[src/rtl/pwm3_pkg.sv]
// Shared definitions for the three-phase dead-time PWM block.
package pwm3_pkg;
    localparam int NPH = 3;               // number of inverter phase legs

    typedef enum logic {
        CNT_UP = 1'b0,
        CNT_DN = 1'b1
    } dir_t;
endpackage

[src/rtl/pwm_carrier.sv]
// Start-up delay and centre-aligned carrier.
// Holds the outputs idle for STARTUP_CYCLES edges after reset, then runs an
// up/down counter 0..period-1..0 that holds each end for two cycles.
// Assumes that period >= 2 and that period changes only while boundary is high.
module pwm_carrier
    import pwm3_pkg::*;
#(
    parameter int CNT_W          = 16,
    parameter int STARTUP_CYCLES = 32000
) (
    input  logic             clk,
    input  logic             rst_n,
    input  logic [CNT_W-1:0] period,
    output logic             running,
    output logic [CNT_W-1:0] cnt,
    output logic             boundary
);
    localparam int              SU_W    = $clog2(STARTUP_CYCLES + 1);
    localparam logic [SU_W-1:0] SU_LAST = SU_W'(STARTUP_CYCLES - 1);

    logic [SU_W-1:0] su_cnt;
    dir_t            dir;

    // Period boundary: the last start-up cycle, or the valley of a running carrier.
    assign boundary = (!running && su_cnt == SU_LAST) ||
                      (running && dir == CNT_DN && cnt == '0);

    // Start-up timer, then the up/down carrier.
    always_ff @(posedge clk) begin
        if (!rst_n) begin
            su_cnt  <= '0;
            running <= 1'b0;
            cnt     <= '0;
            dir     <= CNT_UP;
        end else if (!running) begin
            if (su_cnt == SU_LAST) running <= 1'b1;
            else                   su_cnt  <= su_cnt + 1'b1;
        end else if (dir == CNT_UP) begin
            if (cnt == period - 1'b1) dir <= CNT_DN;
            else                      cnt <= cnt + 1'b1;
        end else begin
            if (cnt == '0) dir <= CNT_UP;
            else           cnt <= cnt - 1'b1;
        end
    end

    AST_START_ONCE: assert property (@(posedge clk) disable iff (!rst_n)
        running |=> running);
    AST_CNT_RANGE: assert property (@(posedge clk) disable iff (!rst_n)
        running |-> (cnt < period));
endmodule

[src/rtl/pwm_dt_comp.sv]
// Dead-time compensation and minimum-pulse limiting for one phase (combinational).
// Shifts the duty by half the dead time in the direction of the current, clamps
// the result to 0..period, then snaps narrow pulses to off and narrow gaps to on.
// Assumes that min_pulse is static.
module pwm_dt_comp #(
    parameter int CNT_W = 16
) (
    input  logic [CNT_W-1:0] duty,
    input  logic [CNT_W-1:0] period,
    input  logic [CNT_W-1:0] dead_time,
    input  logic [CNT_W-1:0] min_pulse,
    input  logic             cur_pos,
    output logic [CNT_W-1:0] eff
);
    logic [CNT_W-1:0] half;
    logic [CNT_W-1:0] shifted;

    assign half = dead_time >> 1;

    // Apply the signed half-dead-time shift with saturation at 0 and at period.
    always_comb begin
        if (cur_pos) begin
            if (duty >= period || half >= period - duty) shifted = period;
            else                                          shifted = duty + half;
        end else begin
            if (duty <= half)               shifted = '0;
            else if (duty - half > period)  shifted = period;
            else                            shifted = duty - half;
        end
    end

    // Minimum pulse width: a narrow pulse is dropped, a narrow gap is filled.
    always_comb begin
        if (shifted < min_pulse)               eff = '0;
        else if (period - shifted < min_pulse) eff = period;
        else                                   eff = shifted;
    end
endmodule

[src/rtl/pwm_deadband.sv]
// Complementary output pair with dead time for one phase.
// Each output switches on only after the reference has been stable for
// dead_time cycles, and switches off on the cycle after the reference changes.
// Assumes that dead_time is static while enable is high.
module pwm_deadband #(
    parameter int CNT_W = 16
) (
    input  logic             clk,
    input  logic             rst_n,
    input  logic             enable,
    input  logic             ref_in,
    input  logic [CNT_W-1:0] dead_time,
    output logic             top_o,
    output logic             bot_o
);
    logic             ref_q;
    logic [CNT_W-1:0] dtc;

    // Track the reference and count how long it has been stable, saturating.
    always_ff @(posedge clk) begin
        if (!rst_n) begin
            ref_q <= 1'b0;
            dtc   <= '0;
        end else if (ref_in != ref_q) begin
            ref_q <= ref_in;
            dtc   <= '0;
        end else if (dtc < dead_time) begin
            dtc <= dtc + 1'b1;
        end
    end

    assign top_o = enable &&  ref_q && (dtc >= dead_time);
    assign bot_o = enable && !ref_q && (dtc >= dead_time);

    AST_NO_SHOOT_THROUGH: assert property (@(posedge clk) disable iff (!rst_n)
        !(top_o && bot_o));
    AST_DT_GAP: assert property (@(posedge clk) disable iff (!rst_n)
        (dead_time != '0 && $rose(top_o)) |-> !$past(bot_o));
endmodule

[src/rtl/inv3_pwm_dt.sv]
// Three-phase centre-aligned PWM with dead time, current-sign compensation,
// minimum pulse width, start-up delay and a host reload handshake.
// Assumes that dead_time and min_pulse are static, that period_in >= 2, and
// that load_req is a single-cycle pulse.
module inv3_pwm_dt
    import pwm3_pkg::*;
#(
    parameter int CNT_W          = 16,
    parameter int PSC_W          = 8,
    parameter int STARTUP_CYCLES = 32000,
    parameter int DEF_PERIOD     = 1000
) (
    input  logic                      clk,
    input  logic                      rst_n,
    input  logic                      load_req,
    input  logic [CNT_W-1:0]          period_in,
    input  logic [PSC_W-1:0]          prescale_in,
    input  logic [NPH-1:0][CNT_W-1:0] duty_in,
    input  logic [CNT_W-1:0]          dead_time,
    input  logic [CNT_W-1:0]          min_pulse,
    input  logic [NPH-1:0]            cur_pos,
    output logic                      load_ready,
    output logic [NPH-1:0]            top_o,
    output logic [NPH-1:0]            bot_o
);
    localparam logic [CNT_W-1:0] DEF_P = CNT_W'(DEF_PERIOD);
    localparam logic [CNT_W-1:0] DEF_D = CNT_W'(DEF_PERIOD / 2);

    logic                      running;
    logic                      boundary;
    logic                      run_bnd;
    logic                      capture;
    logic [CNT_W-1:0]          cnt;
    logic [CNT_W-1:0]          act_period;
    logic [CNT_W-1:0]          sel_period;
    logic [NPH-1:0][CNT_W-1:0] act_duty;
    logic [NPH-1:0][CNT_W-1:0] sel_duty;
    logic [NPH-1:0][CNT_W-1:0] eff_c;
    logic [NPH-1:0][CNT_W-1:0] eff_q;
    logic [NPH-1:0]            ref_c;
    logic [PSC_W-1:0]          psc_cnt;
    logic                      ready_q;

    pwm_carrier #(
        .CNT_W          (CNT_W),
        .STARTUP_CYCLES (STARTUP_CYCLES)
    ) u_carrier (
        .clk      (clk),
        .rst_n    (rst_n),
        .period   (act_period),
        .running  (running),
        .cnt      (cnt),
        .boundary (boundary)
    );

    assign run_bnd    = boundary && running;
    assign capture    = run_bnd && (psc_cnt == '0) && ready_q;
    assign sel_period = capture ? period_in : act_period;
    assign sel_duty   = capture ? duty_in   : act_duty;
    assign load_ready = ready_q;

    for (genvar i = 0; i < NPH; i++) begin : g_phase
        pwm_dt_comp #(.CNT_W(CNT_W)) u_comp (
            .duty      (sel_duty[i]),
            .period    (sel_period),
            .dead_time (dead_time),
            .min_pulse (min_pulse),
            .cur_pos   (cur_pos[i]),
            .eff       (eff_c[i])
        );

        assign ref_c[i] = running && (cnt >= act_period - eff_q[i]);

        pwm_deadband #(.CNT_W(CNT_W)) u_db (
            .clk       (clk),
            .rst_n     (rst_n),
            .enable    (running),
            .ref_in    (ref_c[i]),
            .dead_time (dead_time),
            .top_o     (top_o[i]),
            .bot_o     (bot_o[i])
        );

        AST_EFF_RANGE: assert property (@(posedge clk) disable iff (!rst_n)
            running |-> (eff_q[i] <= act_period));
    end

    // Active values, prescaler count and the latched effective duties.
    always_ff @(posedge clk) begin
        if (!rst_n) begin
            act_period <= DEF_P;
            act_duty   <= {NPH{DEF_D}};
            psc_cnt    <= '0;
            eff_q      <= '0;
        end else begin
            if (capture) begin
                act_period <= period_in;
                act_duty   <= duty_in;
                psc_cnt    <= (prescale_in == '0) ? '0 : prescale_in - 1'b1;
            end else if (run_bnd && psc_cnt != '0) begin
                psc_cnt <= psc_cnt - 1'b1;
            end
            if (boundary) eff_q <= eff_c;
        end
    end

    // Host flag: a request sets it, a capture clears it (the clear wins).
    always_ff @(posedge clk) begin
        if (!rst_n)        ready_q <= 1'b0;
        else if (capture)  ready_q <= 1'b0;
        else if (load_req) ready_q <= 1'b1;
    end

    AST_FLAG_CLEARED: assert property (@(posedge clk) disable iff (!rst_n)
        capture |=> !load_ready);
    AST_PSC_HOLD: assert property (@(posedge clk) disable iff (!rst_n)
        (psc_cnt != '0 && load_ready) |=> load_ready);
endmodule

[config.mk]
export PLATFORM = sky130hd
export DESIGN_NAME = inv3_pwm_dt
export DESIGN_NICKNAME = d
export VERILOG_FILES = /design/src/rtl/pwm3_pkg.sv /design/src/rtl/pwm_carrier.sv /design/src/rtl/pwm_dt_comp.sv /design/src/rtl/pwm_deadband.sv /design/src/rtl/inv3_pwm_dt.sv
export SDC_FILE = /design/constraint.sdc
export NUM_CORES = 1
export LEC_CHECK = 0
export BUFFER_PORTS_ARGS = -buffer_cell sky130_fd_sc_hd__buf_2
export CORE_MARGIN = 3
export CORE_UTILIZATION = 58
export DETAILED_ROUTE_END_ITERATION = 8
export PLACE_DENSITY = 0.79
export SYNTH_ARGS = -nofsm -noshare
export SYNTH_HDL_FRONTEND = slang
export SYNTH_SLANG_ARGS = --single-unit
[constraint.sdc]
create_clock -name clk -period 11.9 [get_ports clk]
set_clock_uncertainty 0.2 [all_clocks]
set_input_delay 0 -clock clk [delete_from_list [all_inputs] [get_ports clk]]
set_output_delay 0 -clock clk [all_outputs]
set_load 0.02 [all_outputs]
==> metrics <==
area share of the largest cell type after synthesis 0.236; Initial DRC Count 2767; reg2reg path depth 46; Buffers on Ports 116; final clock period utilization by the worst path 0.955; routability cong. 1.01; WP data arrival between 10 and 15 ns; drt wl/cell 21.6 um; leak pwr 14.6 nW; reg2reg end eff_q[0]; drt first pass iters 7; Post-layout nets 4505; global-route wire length before repair 148 mm; pwr dens between 70 and 80 nW/um^2; Core ar. 47900 um^2; CP max stage delay 0.55 ns; WHS Endpoint eff_q[47]; # placed instances around 4300; Max-Cap Viols 0; Clock Path Buffers 3; Worst path most repeated cell ha_1; Post-Layout Cell Count 4480; hold path start min_pulse[0]; GRT Residual Overflow 0; Mapped Area about 28000 um^2; slowest stage cell, crit path or4_4; Compound-Gate Fraction of Synth Area 0.215; most frequent cells in the layout ha_1, nor2_1, inv_1; Slew @ Worst Pin 1.19 ns; Fin. Hold Viols 0; initial antenna violation count 3; hpwl dp around 72 mm; number of diodes 0; Rel. slew slack 0.208; Seq/Total Area, Yosys 0.145; main area contributors after synthesis ha_1, dfxtp_1, xnor2_1; total routed wirelength 96.7 mm; VDD IR max 0.000101 V; min cycle time layout 11.37 ns; worst reg2reg setup slack 0.53 ns; Via density roughly 6.4; Die Span X 227 um; DP Area 29600 um^2; clock transition at the registers of the reported paths 0.06 ns; Die H ~230 um; Post-synth EDFFs 0; layout cell share with drive strength beyond 1 0.0851; row cnt 80; Max Fclk between 80 and 90 MHz; die area 51400 um^2; H-Tree Depth 1; Ports around 120; drc violations 0; Synth Area in XOR/XNOR 0.0877; Sink Count 205; synthesized area per cell a little under 8 um^2; Crit Path Max Fanout 34; Initial Util 0.589; TritonCTS clock tree built; hold path cells 5; Final Cell Area 31500 um^2; most common cell after layout, fill and taps aside ha_1; CTS root buf clkbuf_16; Mapped Nets 4328; largest family of logic cells by synthesized area adder cells; reg-to-reg critical path startpoint psc_cnt[0]; Synth Instances 3670; largest net degree at the start of global routing 69; Clock Latency Late Sink 0.56 ns; Layout area overhead 11.6%; RSZ-0062 raised after global routing no; Critical Path Sink Type flop; total number of vias between 20000 and 30000; vias in the first global route between 20000 and 30000; TNS Setup 0 ns; Synth Area in Simple Gates 0.191; CP Class flop to flop; Antenna Nets Post-Route 0; Synth cell types 93; Hold Slack 0.0582 ns; total CTS buffers 25; final setup vio count 0; mux cell area share after synthesis 0.0547; #FFs+latches synth roughly 200; Syn. warnings 0; crit start category flop; Yosys top cell by area ha_1; asr flop ratio synth 0; Max Slew Vio Count 0; Total GRT Usage 0.367; Layout fillers 4049; Main synth FF type dfxtp_1; Post-Synth Adder-Cell Area 0.247; Worst Hold Class input port to flop; Worst EP required 12.12 ns; status completed
## flip-flops by register name, indices dropped and copies added, names as in the netlist, 3 cells and up
signal and flops:
act_duty 48, act_period 16, eff_q 48, g_phase.u_db.dtc 48
g_phase.u_db.ref_q 3, psc_cnt 8, u_carrier.cnt 16, u_carrier.su_cnt 15
## repair_timing
item / in CTS / in global routing
hold buffers: 88 / 0
buffers inserted: 0 / 4
resized for setup: 0 / 16
endpoints found under the hold margin: 76 / 0
endpoints found under the setup margin: 0 / 48
## critical path: cells and delay by family, from the launching register on
family                   cells  cell delay (ns)
AO/OA/AOI/OAI               21             4.46
AND/OR/NAND/NOR              6             1.69
XOR/XNOR                     2             0.32
buffers and inverters        8             1.49
adder cells (fa/ha/maj)      6             1.88
flip-flops                   1             0.35
multiplexers                 3             0.78
## layer usage
metal | up-vias | part of all wire | track usage
met3 | 343 | 0.11 | 0.0734
met4 | 4 | 0.063 | 0.192
li1 | 13600 | - | -
met5 | - | 0.00032 | 0
met2 | 1484 | 0.42 | 0.569
met1 | 13200 | 0.41 | 0.482
## cell families (layout without fill, tap and decap cells)
family | Yosys count | in the layout
simple gates | 1140 | 1140
compound gates | 917 | 917
fa+ha+maj | 548 | 548
buf+inv | 428 | 623
xor+xnor | 283 | 283
flops | 205 | 205
mux | 149 | 149
## synth_stat cells (15+ instances only)
| cell type | count |
|---|---|
| a2111oi_0 | 19 |
| a211oi_1 | 38 |
| a21boi_0 | 16 |
| a21o_1 | 87 |
| a21oi_1 | 269 |
| a221oi_1 | 15 |
| a22o_1 | 20 |
| a31oi_1 | 15 |
| and3_1 | 25 |
| clkbuf_1 | 92 |
| dfxtp_1 | 205 |
| fa_1 | 16 |
| ha_1 | 532 |
| inv_1 | 304 |
| mux2_2 | 30 |
| mux2i_1 | 117 |
| nand2_1 | 262 |
| nand2b_1 | 44 |
| nand3_1 | 76 |
| nand4_1 | 67 |
| nor2_1 | 379 |
| nor2b_1 | 47 |
| nor3_1 | 108 |
| nor4_1 | 31 |
| o211ai_1 | 19 |
| o21a_1 | 49 |
| o21ai_0 | 147 |
| o21bai_1 | 32 |
| o22ai_1 | 19 |
| o31ai_1 | 20 |
| or3_1 | 24 |
| xnor2_1 | 204 |
| xor2_1 | 79 |
## layout make-up
class / instances / area (um^2) / area share
clock buffers: 35 / 743 / 0.0236
clock inverters: 10 / 134 / 0.00425
inverters: 309 / 1160 / 0.0368
multi-input cells: 3037 / 22600 / 0.718
flip-flops and latches: 205 / 4100 / 0.130
well taps: 615 / 769 / 0.0244
repair buffers: 269 / 1980 / 0.0628
## report_power, final
part	total (mW)	switching [mW]	internal [mW]
Clock	0.828	0.329	0.499
Sequential	0.720	0.0200	0.699
Combinational	0.664	0.391	0.272
## stage by stage
stage          worst slack [ns]  utilization  power, mW
2_1_floorplan             0.319            -       1.18
3_3_place_gp              0.593        0.618       1.34
3_5_place_dp              0.357        0.618       1.35
4_1_cts                   0.301        0.655       2.19
5_1_grt                 0.00299        0.657       2.30
6_report                  0.534        0.657       2.21
## how the worst max path moves through the flow
stage / end / cells past startpoint / from / slack [ns]
after CTS: eff_q[0] / 44 / psc_cnt[0] / 0.30
after global routing: eff_q[47] / 46 / psc_cnt[0] / 0.003
final: eff_q[0] / 46 / psc_cnt[0] / 0.53
after global placement: eff_q[29] / 43 / psc_cnt[0] / 0.59
after detailed placement: eff_q[0] / 44 / psc_cnt[0] / 0.36
after floorplan: eff_q[1] / 47 / u_carrier.dir / 0.32
No activity file was read; power rests on OpenSTA's default activity.
